$ cat src/rtl/drift_cal_pkg.sv
package drift_cal_pkg;
  typedef enum logic [1:0] {ST_IDLE, ST_SWEEP, ST_DIV} cal_state_e;
endpackage

$ cat src/rtl/dc_sweep.sv
module dc_sweep #(
  parameter int ADDR_W = 8,
  parameter int CNT_W  = 8,
  parameter int CODE_W = 8,
  localparam int SUM_W = CODE_W + CNT_W
) (
  input  logic              clk_i,
  input  logic              rst_ni,
  input  logic              start_i,
  input  logic [ADDR_W-1:0] base_i,
  input  logic [CNT_W-1:0]  count_i,
  output logic              rd_req_o,
  output logic [ADDR_W-1:0] rd_addr_o,
  input  logic              rd_ack_i,
  input  logic [CODE_W-1:0] rd_data_i,
  output logic              done_o,
  output logic [SUM_W-1:0]  sum_o
);
  logic             run_q;
  logic [CNT_W-1:0] left_q;

  assign rd_req_o = run_q && (left_q != '0);
  assign done_o   = run_q && (left_q == '0);

  always_ff @(posedge clk_i or negedge rst_ni) begin
    if (!rst_ni) begin
      run_q     <= 1'b0;
      left_q    <= '0;
      rd_addr_o <= '0;
      sum_o     <= '0;
    end else if (start_i) begin
      run_q     <= 1'b1;
      left_q    <= count_i;
      rd_addr_o <= base_i;
      sum_o     <= '0;
    end else if (done_o) begin
      run_q <= 1'b0;
    end else if (rd_req_o && rd_ack_i) begin
      sum_o     <= sum_o + SUM_W'(rd_data_i);
      left_q    <= left_q - 1'b1;
      rd_addr_o <= rd_addr_o + 1'b1;
    end
  end

  assert_req_hold_R2: assert property (@(posedge clk_i) disable iff (!rst_ni)
    rd_req_o && !rd_ack_i && !start_i |=> rd_req_o && $stable(rd_addr_o));
  assert_addr_step_R2: assert property (@(posedge clk_i) disable iff (!rst_ni)
    rd_req_o && rd_ack_i && !start_i |=> rd_addr_o == $past(rd_addr_o) + 1'b1);
endmodule

$ cat src/rtl/dc_divider.sv
module dc_divider #(
  parameter int SUM_W = 16,
  parameter int FRAC  = 16,
  localparam int NUM_W = SUM_W + FRAC,
  localparam int CW    = $clog2(NUM_W + 1)
) (
  input  logic             clk_i,
  input  logic             rst_ni,
  input  logic             start_i,
  input  logic [SUM_W-1:0] num_i,
  input  logic [SUM_W-1:0] den_i,
  output logic             done_o,
  output logic [NUM_W-1:0] quot_o
);
  logic [SUM_W-1:0] rem_q, den_q;
  logic [SUM_W:0]   rem_sh;
  logic [CW-1:0]    cnt_q;
  logic             run_q;

  assign rem_sh = {rem_q, quot_o[NUM_W-1]};
  assign done_o = run_q && (cnt_q == CW'(NUM_W));

  always_ff @(posedge clk_i or negedge rst_ni) begin
    if (!rst_ni) begin
      rem_q  <= '0;
      den_q  <= '0;
      quot_o <= '0;
      cnt_q  <= '0;
      run_q  <= 1'b0;
    end else if (start_i) begin
      rem_q  <= '0;
      den_q  <= den_i;
      quot_o <= {num_i, {FRAC{1'b0}}};
      cnt_q  <= '0;
      run_q  <= 1'b1;
    end else if (done_o) begin
      run_q <= 1'b0;
    end else if (run_q) begin
      cnt_q <= cnt_q + 1'b1;
      if (rem_sh >= {1'b0, den_q}) begin
        rem_q  <= SUM_W'(rem_sh - {1'b0, den_q});
        quot_o <= {quot_o[NUM_W-2:0], 1'b1};
      end else begin
        rem_q  <= rem_sh[SUM_W-1:0];
        quot_o <= {quot_o[NUM_W-2:0], 1'b0};
      end
    end
  end

  assert_nonzero_den_R5: assert property (@(posedge clk_i) disable iff (!rst_ni)
    start_i |-> den_i != '0);
  assert_rem_bound_R3: assert property (@(posedge clk_i) disable iff (!rst_ni)
    run_q |-> rem_q < den_q);
endmodule

$ cat src/rtl/dc_scaler.sv
module dc_scaler #(
  parameter int DATA_W = 16,
  parameter int FACT_W = 32,
  parameter int FRAC   = 16,
  localparam int MUL_W = DATA_W + FACT_W + 1
) (
  input  logic              clk_i,
  input  logic              rst_ni,
  input  logic              enable_i,
  input  logic [FACT_W-1:0] factor_i,
  input  logic              in_valid_i,
  output logic              in_ready_o,
  input  logic [DATA_W-1:0] in_data_i,
  output logic              out_valid_o,
  input  logic              out_ready_i,
  output logic [DATA_W-1:0] out_data_o
);
  localparam logic signed [MUL_W-1:0] MAXV = MUL_W'((1 << (DATA_W-1)) - 1);
  localparam logic signed [MUL_W-1:0] MINV = -MUL_W'(1 << (DATA_W-1));

  logic signed [MUL_W-1:0] prod, rnd;
  logic [DATA_W-1:0]       sat;

  assign prod = MUL_W'($signed(in_data_i)) * $signed({1'b0, factor_i});
  assign rnd  = (prod + MUL_W'(1 << (FRAC-1))) >>> FRAC;
  always_comb begin
    if (rnd > MAXV)      sat = DATA_W'(MAXV);
    else if (rnd < MINV) sat = DATA_W'(MINV);
    else                 sat = rnd[DATA_W-1:0];
  end

  assign in_ready_o = enable_i && (!out_valid_o || out_ready_i);

  always_ff @(posedge clk_i or negedge rst_ni) begin
    if (!rst_ni) begin
      out_valid_o <= 1'b0;
      out_data_o  <= '0;
    end else if (in_valid_i && in_ready_o) begin
      out_valid_o <= 1'b1;
      out_data_o  <= sat;
    end else if (out_ready_i) begin
      out_valid_o <= 1'b0;
    end
  end

  assert_out_hold_R7: assert property (@(posedge clk_i) disable iff (!rst_ni)
    out_valid_o && !out_ready_i |=> out_valid_o && $stable(out_data_o));
endmodule

$ cat src/rtl/drift_cal_unit.sv
module drift_cal_unit
  import drift_cal_pkg::*;
#(
  parameter int ADDR_W = 8,
  parameter int CNT_W  = 8,
  parameter int CODE_W = 8,
  parameter int DATA_W = 16,
  parameter int FRAC   = 16,
  localparam int SUM_W  = CODE_W + CNT_W,
  localparam int FACT_W = SUM_W + FRAC
) (
  input  logic              clk_i,
  input  logic              rst_ni,
  input  logic              capture_i,
  input  logic              cal_start_i,
  input  logic [ADDR_W-1:0] cfg_base_i,
  input  logic [CNT_W-1:0]  cfg_count_i,
  output logic              rd_req_o,
  output logic [ADDR_W-1:0] rd_addr_o,
  input  logic              rd_ack_i,
  input  logic [CODE_W-1:0] rd_data_i,
  input  logic              prod_valid_i,
  output logic              prod_ready_o,
  input  logic [DATA_W-1:0] prod_data_i,
  output logic              out_valid_o,
  input  logic              out_ready_i,
  output logic [DATA_W-1:0] out_data_o,
  output logic [FACT_W-1:0] factor_o,
  output logic              busy_o,
  output logic              err_noref_o,
  output logic              fault_zero_o
);
  localparam logic [FACT_W-1:0] ONE = FACT_W'(1) << FRAC;

  cal_state_e       state_q;
  logic             mode_cap_q, have_ref_q;
  logic [SUM_W-1:0] ref_q, sum;
  logic             sweep_start, sweep_done, div_start, div_done;
  logic [FACT_W-1:0] quot;

  assign busy_o      = (state_q != ST_IDLE);
  assign sweep_start = (state_q == ST_IDLE) && (capture_i || (cal_start_i && have_ref_q));
  assign div_start   = (state_q == ST_SWEEP) && sweep_done && !mode_cap_q && (sum != '0);

  dc_sweep #(.ADDR_W(ADDR_W), .CNT_W(CNT_W), .CODE_W(CODE_W)) i_sweep (
    .clk_i, .rst_ni, .start_i(sweep_start), .base_i(cfg_base_i), .count_i(cfg_count_i),
    .rd_req_o, .rd_addr_o, .rd_ack_i, .rd_data_i, .done_o(sweep_done), .sum_o(sum));

  dc_divider #(.SUM_W(SUM_W), .FRAC(FRAC)) i_div (
    .clk_i, .rst_ni, .start_i(div_start), .num_i(ref_q), .den_i(sum),
    .done_o(div_done), .quot_o(quot));

  dc_scaler #(.DATA_W(DATA_W), .FACT_W(FACT_W), .FRAC(FRAC)) i_scale (
    .clk_i, .rst_ni, .enable_i(!busy_o), .factor_i(factor_o),
    .in_valid_i(prod_valid_i), .in_ready_o(prod_ready_o), .in_data_i(prod_data_i),
    .out_valid_o, .out_ready_i, .out_data_o);

  always_ff @(posedge clk_i or negedge rst_ni) begin
    if (!rst_ni) begin
      state_q      <= ST_IDLE;
      mode_cap_q   <= 1'b0;
      have_ref_q   <= 1'b0;
      ref_q        <= '0;
      factor_o     <= ONE;
      err_noref_o  <= 1'b0;
      fault_zero_o <= 1'b0;
    end else begin
      case (state_q)
        ST_IDLE: begin
          if (sweep_start) begin
            mode_cap_q <= capture_i;
            state_q    <= ST_SWEEP;
          end else if (cal_start_i) begin
            err_noref_o <= 1'b1;
          end
        end
        ST_SWEEP: begin
          if (sweep_done) begin
            if (mode_cap_q) begin
              ref_q       <= sum;
              have_ref_q  <= 1'b1;
              factor_o    <= ONE;
              err_noref_o <= 1'b0;
              state_q     <= ST_IDLE;
            end else if (sum == '0) begin
              fault_zero_o <= 1'b1;
              state_q      <= ST_IDLE;
            end else begin
              state_q <= ST_DIV;
            end
          end
        end
        ST_DIV: begin
          if (div_done) begin
            factor_o     <= quot;
            fault_zero_o <= 1'b0;
            state_q      <= ST_IDLE;
          end
        end
        default: state_q <= ST_IDLE;
      endcase
    end
  end

  assert_stall_R7: assert property (@(posedge clk_i) disable iff (!rst_ni)
    busy_o |-> !prod_ready_o);
  assert_idle_noreq_R4: assert property (@(posedge clk_i) disable iff (!rst_ni)
    !busy_o |-> !rd_req_o);
  assert_zero_hold_R5: assert property (@(posedge clk_i) disable iff (!rst_ni)
    $rose(fault_zero_o) |-> $stable(factor_o));
  assert_busy_ignore_R8: assert property (@(posedge clk_i) disable iff (!rst_ni)
    (state_q == ST_DIV) && !div_done |=> state_q == ST_DIV);
endmodule

$ cat config.mk
export PLATFORM = sky130hd
export DESIGN_NAME = drift_cal_unit
export DESIGN_NICKNAME = d
export VERILOG_FILES = /design/src/rtl/drift_cal_pkg.sv /design/src/rtl/dc_sweep.sv /design/src/rtl/dc_divider.sv /design/src/rtl/dc_scaler.sv /design/src/rtl/drift_cal_unit.sv
export SDC_FILE = /design/constraint.sdc
export NUM_CORES = 2
export LEC_CHECK = 0
export BUFFER_PORTS_ARGS = -buffer_cell sky130_fd_sc_hd__buf_2
export CAP_MARGIN = 20
export CORE_MARGIN = 2
export CORE_UTILIZATION = 50
export DETAILED_ROUTE_END_ITERATION = 7
export GPL_TIMING_DRIVEN = 0
export PLACE_DENSITY = 0.68
export SLEW_MARGIN = 10
export SYNTH_ARGS = -nofsm -noshare
export SYNTH_HDL_FRONTEND = slang
export SYNTH_SLANG_ARGS = --single-unit
$ cat constraint.sdc
create_clock -name clk_i -period 8.6 [get_ports clk_i]
set_input_delay 0 -clock clk_i [delete_from_list [all_inputs] [get_ports clk_i]]
set_output_delay 0 -clock clk_i [all_outputs]
set_load 0.005 [all_outputs]
# Word level (Yosys, flattened, before mapping)
# Index checks and enable logic that the tools add are counted.
# word_totals
ff_bits	175
latch_bits	0
ram_bits	0
romBits	0
in_bits	47
elab_cells	125
memories	0
# classes
addsub	6
n_mul	1
div_mod_pow	0
n_lt_le_gt_ge	3
eq_ne	13
shift	0
muxes	47
bitwise_logic	0
reduce_logical	37
# op_table
cell	count
32-bit 2-to-1 mux	6
16-bit 2-to-1 mux	9
32-bit case mux with 2 select lines	1
49-bit by 17-bit adder with 49-bit output (second input constant)	1
16-bit by 33-bit multiplier with 49-bit output	1
8-bit 2-to-1 mux	6
33-bit by 16-bit greater-than comparator with 1-bit output (second input constant)	1
33-bit by 16-bit less-than comparator with 1-bit output (second input constant)	1
6-bit 2-to-1 mux	3
17-bit by 16-bit >= comparator with 1-bit output	1
16-bit by 8-bit adder with 16-bit output	1
16-bit zero test	1
16-bit nonzero test	1
2-bit nonzero test	8
16-bit subtractor	1
1-bit 2-to-1 mux	14
2-bit != test (second input constant)	7
1-bit logical AND	11
2-bit 2-to-1 mux	5
5-bit AND reduction	2
8-bit by 1-bit adder with 8-bit output (second input constant)	1
8-bit zero test	1
8-bit nonzero test	1
8-bit by 1-bit subtractor with 8-bit output (second input constant)	1
13 further kinds	22

# Logic depth before layout (Yosys ltp)
# logic_depth
ltp_word	7
depth_mapped	28
mapped_depth_nobuf	25

# Cells and area by module
# A second synthesis with hierarchy kept.
# unflattened
cells_unflattened	3038
area_unflattened_um2	26529.2
# by_module_without_submodules
mod	instances	cells_each	area_per_inst_um2
dc_scaler	1	2165	18207.5
dc_divider	1	444	3975.1
drift_cal_unit	1	208	2353.5
dc_sweep	1	221	1993.2

# Worst setup path before layout
# Ideal clock, no wire load.
# synth_path
kind	reg-to-reg
from	register factor_o[5]
to	register i_scale.out_data_o[10]
setup_ns	0.121
t_arrival_ns	6.932
required_time_ns	8.479
path_slack_ns	1.547
path_stages_with_launch	25
n_path_buf	2
synth_period_minus_slack_ns	7.053
path_cell_list	dfrtp_1 -> clkbuf_1 -> nand2_1 -> fa_1 -> inv_1 -> fa_1 -> fa_1 -> fa_1 -> fa_1 -> inv_1 -> fa_1 -> inv_1 -> ha_1 -> and4_4 -> a221o_2 -> nor2_1 -> a31oi_1 -> o211ai_1 -> xnor2_1 -> or4b_1 -> nor4b_1 -> and4b_1 -> a31oi_4 -> buf_6 -> o22a_1
# synth_via
elab_chain_cells	5
word_cells_on_any_way	6
# synth_rtl
item	line_no	source
start: declaration	drift_cal_unit.sv:28	output logic [FACT_W-1:0] factor_o,
start signal: assignment	drift_cal_unit.sv:95	factor_o <= quot;
16-bit by 33-bit multiplier with 49-bit output (*)	dc_scaler.sv:24	assign prod = MUL_W'($signed(in_data_i)) * $signed({1'b0, factor_i});
49-bit by 17-bit adder with 49-bit output (*)	dc_scaler.sv:25	assign rnd = (prod + MUL_W'(1 << (FRAC-1))) >>> FRAC;
33-bit by 16-bit less-than comparator with 1-bit output	dc_scaler.sv:28	else if (rnd < MINV) sat = DATA_W'(MINV);
16-bit 2-to-1 mux	dc_scaler.sv:28	
16-bit 2-to-1 mux (*)	dc_scaler.sv:27	if (rnd > MAXV) sat = DATA_W'(MAXV);
end signal: assignment	dc_scaler.sv:40	out_data_o <= sat;
end: declaration	dc_scaler.sv:16	output logic [DATA_W-1:0] out_data_o
# Every way passes the cells marked *; elsewhere a longest branch is shown, timed or not.
# A chain may end at the register's enable or synchronous reset.

# Final worst setup path
# layout_path
from	register factor_o[5]
to	register i_scale.out_data_o[7]
# Same word-level chain as after synthesis.

==> qor.csv <==
metric;value;unit
yosysSeqAreaShare;0.1712;
rr_startpoint;factor_o[5]$_DFFE_PN0P_;
clockBufferDepth;2;
top_usage_layer;met2;
r2r-end;i_scale.out_data_o[7]$_DFFE_PN0P_;
cts_buffers;17;
die_w;230.2;um
grt_pass1_wl;124000;um
detail_route.drc_violations;0;
cts_root_buf;clkbuf_16;
wl_per_cell;21.05;um
switchingPower;580.1;uW
hold_path_depth;5;
dp_hpwl;63130;um
grt_antenna_before_repair;4;
min_to;i_sweep.sum_o[5]$_DFFE_PN0P_;
pwr-share-seq;0.413;
die_h;230.2;um
syn_nets;3572;
ant_nets;0;
crit_path_start_kind;flop;
powerDensity;71.84;nW/um2
via_per_inst;5.621;
p_int;1.429;mW
yosys.area_share.adder;0.4158;
path_common_cell;fa_1;
synth_top_area_cell;fa_1;
synth_area_per_cell;8.745;um2
grt_max_degree;108;
ff2ff_setup_slack;0.25;ns
core_area;50380;um2
cts_tree;done;
ys_warn_count;0;
timing.max_cap.violations;0;
synth_xor_area_frac;0.02435;
grt_usage;0.3083;
relSlewSlack;0.2768;
ctsHtreeMaxLevel;4;
critPathRequiredTime;8.95;ns
crit_start;factor_o[5]$_DFFE_PN0P_;
stdcell_count;3766;
netlist_top_cells_area;fa_1 (33%), dfrtp_1 (17%), ha_1 (8.8%), inv_1 (8.2%), nand2_1 (7.7%);
final.period_utilization;0.9713;
combPwrFrac;0.134;
synth_edf_count;0;
vias;21170;
fillers;4586;
power_frac_clock;0.452;
io_buffers;108;
layout-drive-gt1-share;0.07511;
ys_async_sr_fraction;1.000;
critPathMaxStageDelay;0.68;ns
ir_drop;0.1307;mV
crit_path_max_fanout;10;
die_area;53000;um2
synth_top_family_by_area;adder cells;
ys_top_cells_by_count;inv_1 (557), nand2_1 (523), fa_1 (419);
finalInstanceArea;27970;um2
drv_slew;0;
path_cells;clkbuf_2, and2_1, fa_1, fa_1, fa_1, fa_1, fa_1, inv_1, fa_1, inv_1, ha_1, clkbuf_1, nand2_1, nor4_1, nand2_1, a31oi_1, o211ai_1, xnor2_1, or4b_1, nor4b_1, and4b_1, a31oi_4, buf_6, o22a_1;
worst_pin_slew;1.085;ns
areaGrowthSynthToFinish;9.320;%
synth_compound_area_frac;0.08386;
dpl-instance-area;27010;um2
hold_start;rd_data_i[5];
gr-usage-met2;0.4911;
grt_pass1_vias;21800;
yosysMostFrequentCell;inv_1;
dr.pass1.iters;6;
clk_pin_slew;0.07;ns
arrival;8.70;ns
worst-setup-path-type;reg2reg;
finalNetCount;3722;
max_freq;0.1197;GHz
status;finished clean;
ios;109;
syn-cell-area;25590;um2
gp_congestion;0.9746;
end_kind;flop;
min_period;8.353;ns
dp_cells;3707;
rows;82;
grt-ovfl-total;0;
setup_viol;0;
fin_skew;0.02640;ns
crit_buf_inv;5;
synth-simple-area-share;0.1871;
clock_latency;0.47;ns
ys_types;81;
synth-seq-cells;175;
synth_cells;2926;
netlist.area_leader.share;0.3278;
hold_viol;0;
drtIter0Drc;1898;
total_power;2.010;mW
initial_core_util;0.5079;
r2r_cells;24;
grtUsageMet3;0.06250;
hold_class;in2reg;
synthMuxAreaShare;0.01487;
cts.sinks;175;
synthFlopType;dfrtp_1;
critical_path.top_delay_family;adder cells;
leakage;13.92;nW
p_sw_frac;0.2887;
crit_slowest_cell;fa_1;
use_met1;0.4004;
wirelength;79280;um
==> cells in the final DEF (no fill, tap or decap), drive strengths merged, types with 5 or more instances in the layout <==
cell,count
nor2,99
and4,7
diode,5
nor4,10
o21ai,124
clkbuf,143
or3,10
a211oi,8
mux2,16
a31oi,17
nand4,19
nand2,523
xor2,30
a21oi,90
fa,419
nor2b,13
and2,211
buf,123
xnor2,39
and3,9
dfrtp,174
dlygate4sd3,24
nand3,53
ha,180
a211o,5
inv,564
a21o,16
nand2b,22
nor3,22
o21bai,6
o22a,17
o21a,8
mux2i,20
==> per-stage QoR <==
stage / hold slack (ns) / setup TNS (ns) / util / worst slack (ns)
4_1_cts: 0.04342 / 0 / 0.5540 / 0.03193
3_3_place_gp: 0.2062 / 0 / 0.5353 / 0.06748
6_report: 0.05811 / 0 / 0.5553 / 0.2466
3_5_place_dp: -0.001086 / -0.4925 / 0.5361 / -0.05658
2_1_floorplan: -0.2956 / 0 / - / 1.547
5_1_grt: 0.07182 / -0.008873 / 0.5551 / -0.008873
==> registers in the layout, summed over array words and instances (netlist names) <==
register / count
err_noref_o: 1
factor_o: 32
fault_zero_o: 1
have_ref_q: 1
i_div.cnt_q: 6
i_div.den_q: 16
i_div.quot_o: 32
i_div.rem_q: 16
i_div.run_q: 1
i_scale.out_data_o: 16
i_scale.out_valid_o: 1
i_sweep.left_q: 8
i_sweep.rd_addr_o: 8
i_sweep.run_q: 1
i_sweep.sum_o: 16
mode_cap_q: 1
ref_q: 16
state_q: 2
==> worst min-delay path, cell delays in order <==
cell     delay (ns)
buf_2          0.08
ha_1           0.18
xnor2_1        0.08
nand2_1        0.06
a21oi_1        0.06
==> worst max-delay path by stage <==
stage / end / cells past startpoint
finish: i_scale.out_data_o[7]$_DFFE_PN0P_ / 24
global route: i_scale.out_data_o[7]$_DFFE_PN0P_ / 27
CTS: i_scale.out_data_o[7]$_DFFE_PN0P_ / 25
detailed placement: i_scale.out_data_o[7]$_DFFE_PN0P_ / 25
global placement: i_scale.out_data_o[3]$_DFFE_PN0P_ / 24
floorplan: i_scale.out_data_o[10]$_DFFE_PN0P_ / 24
==> cell families (layout without fill, tap and decap cells) <==
group | count (synthesis) | after routing
and+or+nand+nor | 1016 | 1016
muxes | 36 | 36
xor gates and xnor gates | 69 | 69
other | 0 | 5
buffers and inverters | 695 | 858
AOI/OAI and AO/OA | 336 | 336
adders and majority gates | 599 | 599
DFF | 175 | 175
==> area by class of cell <==
cell class,count,area [um2],area share
inverters,557,2091,0.07475
multi-input cells,2056,18590,0.6647
clock buffers,21,470.5,0.01682
well taps,672,840.8,0.03006
clock inverters,11,186.4,0.006665
flip-flops and latches,175,4399,0.1573
plain buffers,136,560.5,0.02004
diodes,5,12.51,0.0004473
repair buffers,133,818.3,0.02925
==> power groups by stage <==
stage | Sequential (mW) | Combinational, mW | Clock, mW
final | 0.831 | 0.270 | 0.909
after global routing | 0.831 | 0.291 | 0.945
after CTS | 0.830 | 0.265 | 0.920
after detailed placement | 0.846 | 0.255 | 0
after global placement | 0.846 | 0.250 | 0
after floorplan | 0.846 | 0.135 | 0
==> timing repair <==
| item | CTS | global route |
|---|---|---|
| hold buffers | 24 | 0 |
| endpoints found under the hold margin | 90 | 0 |
| gates resized for setup | 4 | 62 |
| endpoints found under the setup margin | 14 | 15 |
| setup buffers | 0 | 0 |
==> routing by layer <==
layer	part of all wire	vias to the layer above	wire, um
li1	-	9325	-
met1	0.40	10610	31380
met2	0.46	985	36720
met3	0.083	247	6617
met4	0.058	0	4561
met5	0	-	0
Power figures use the tool's default switching activity.
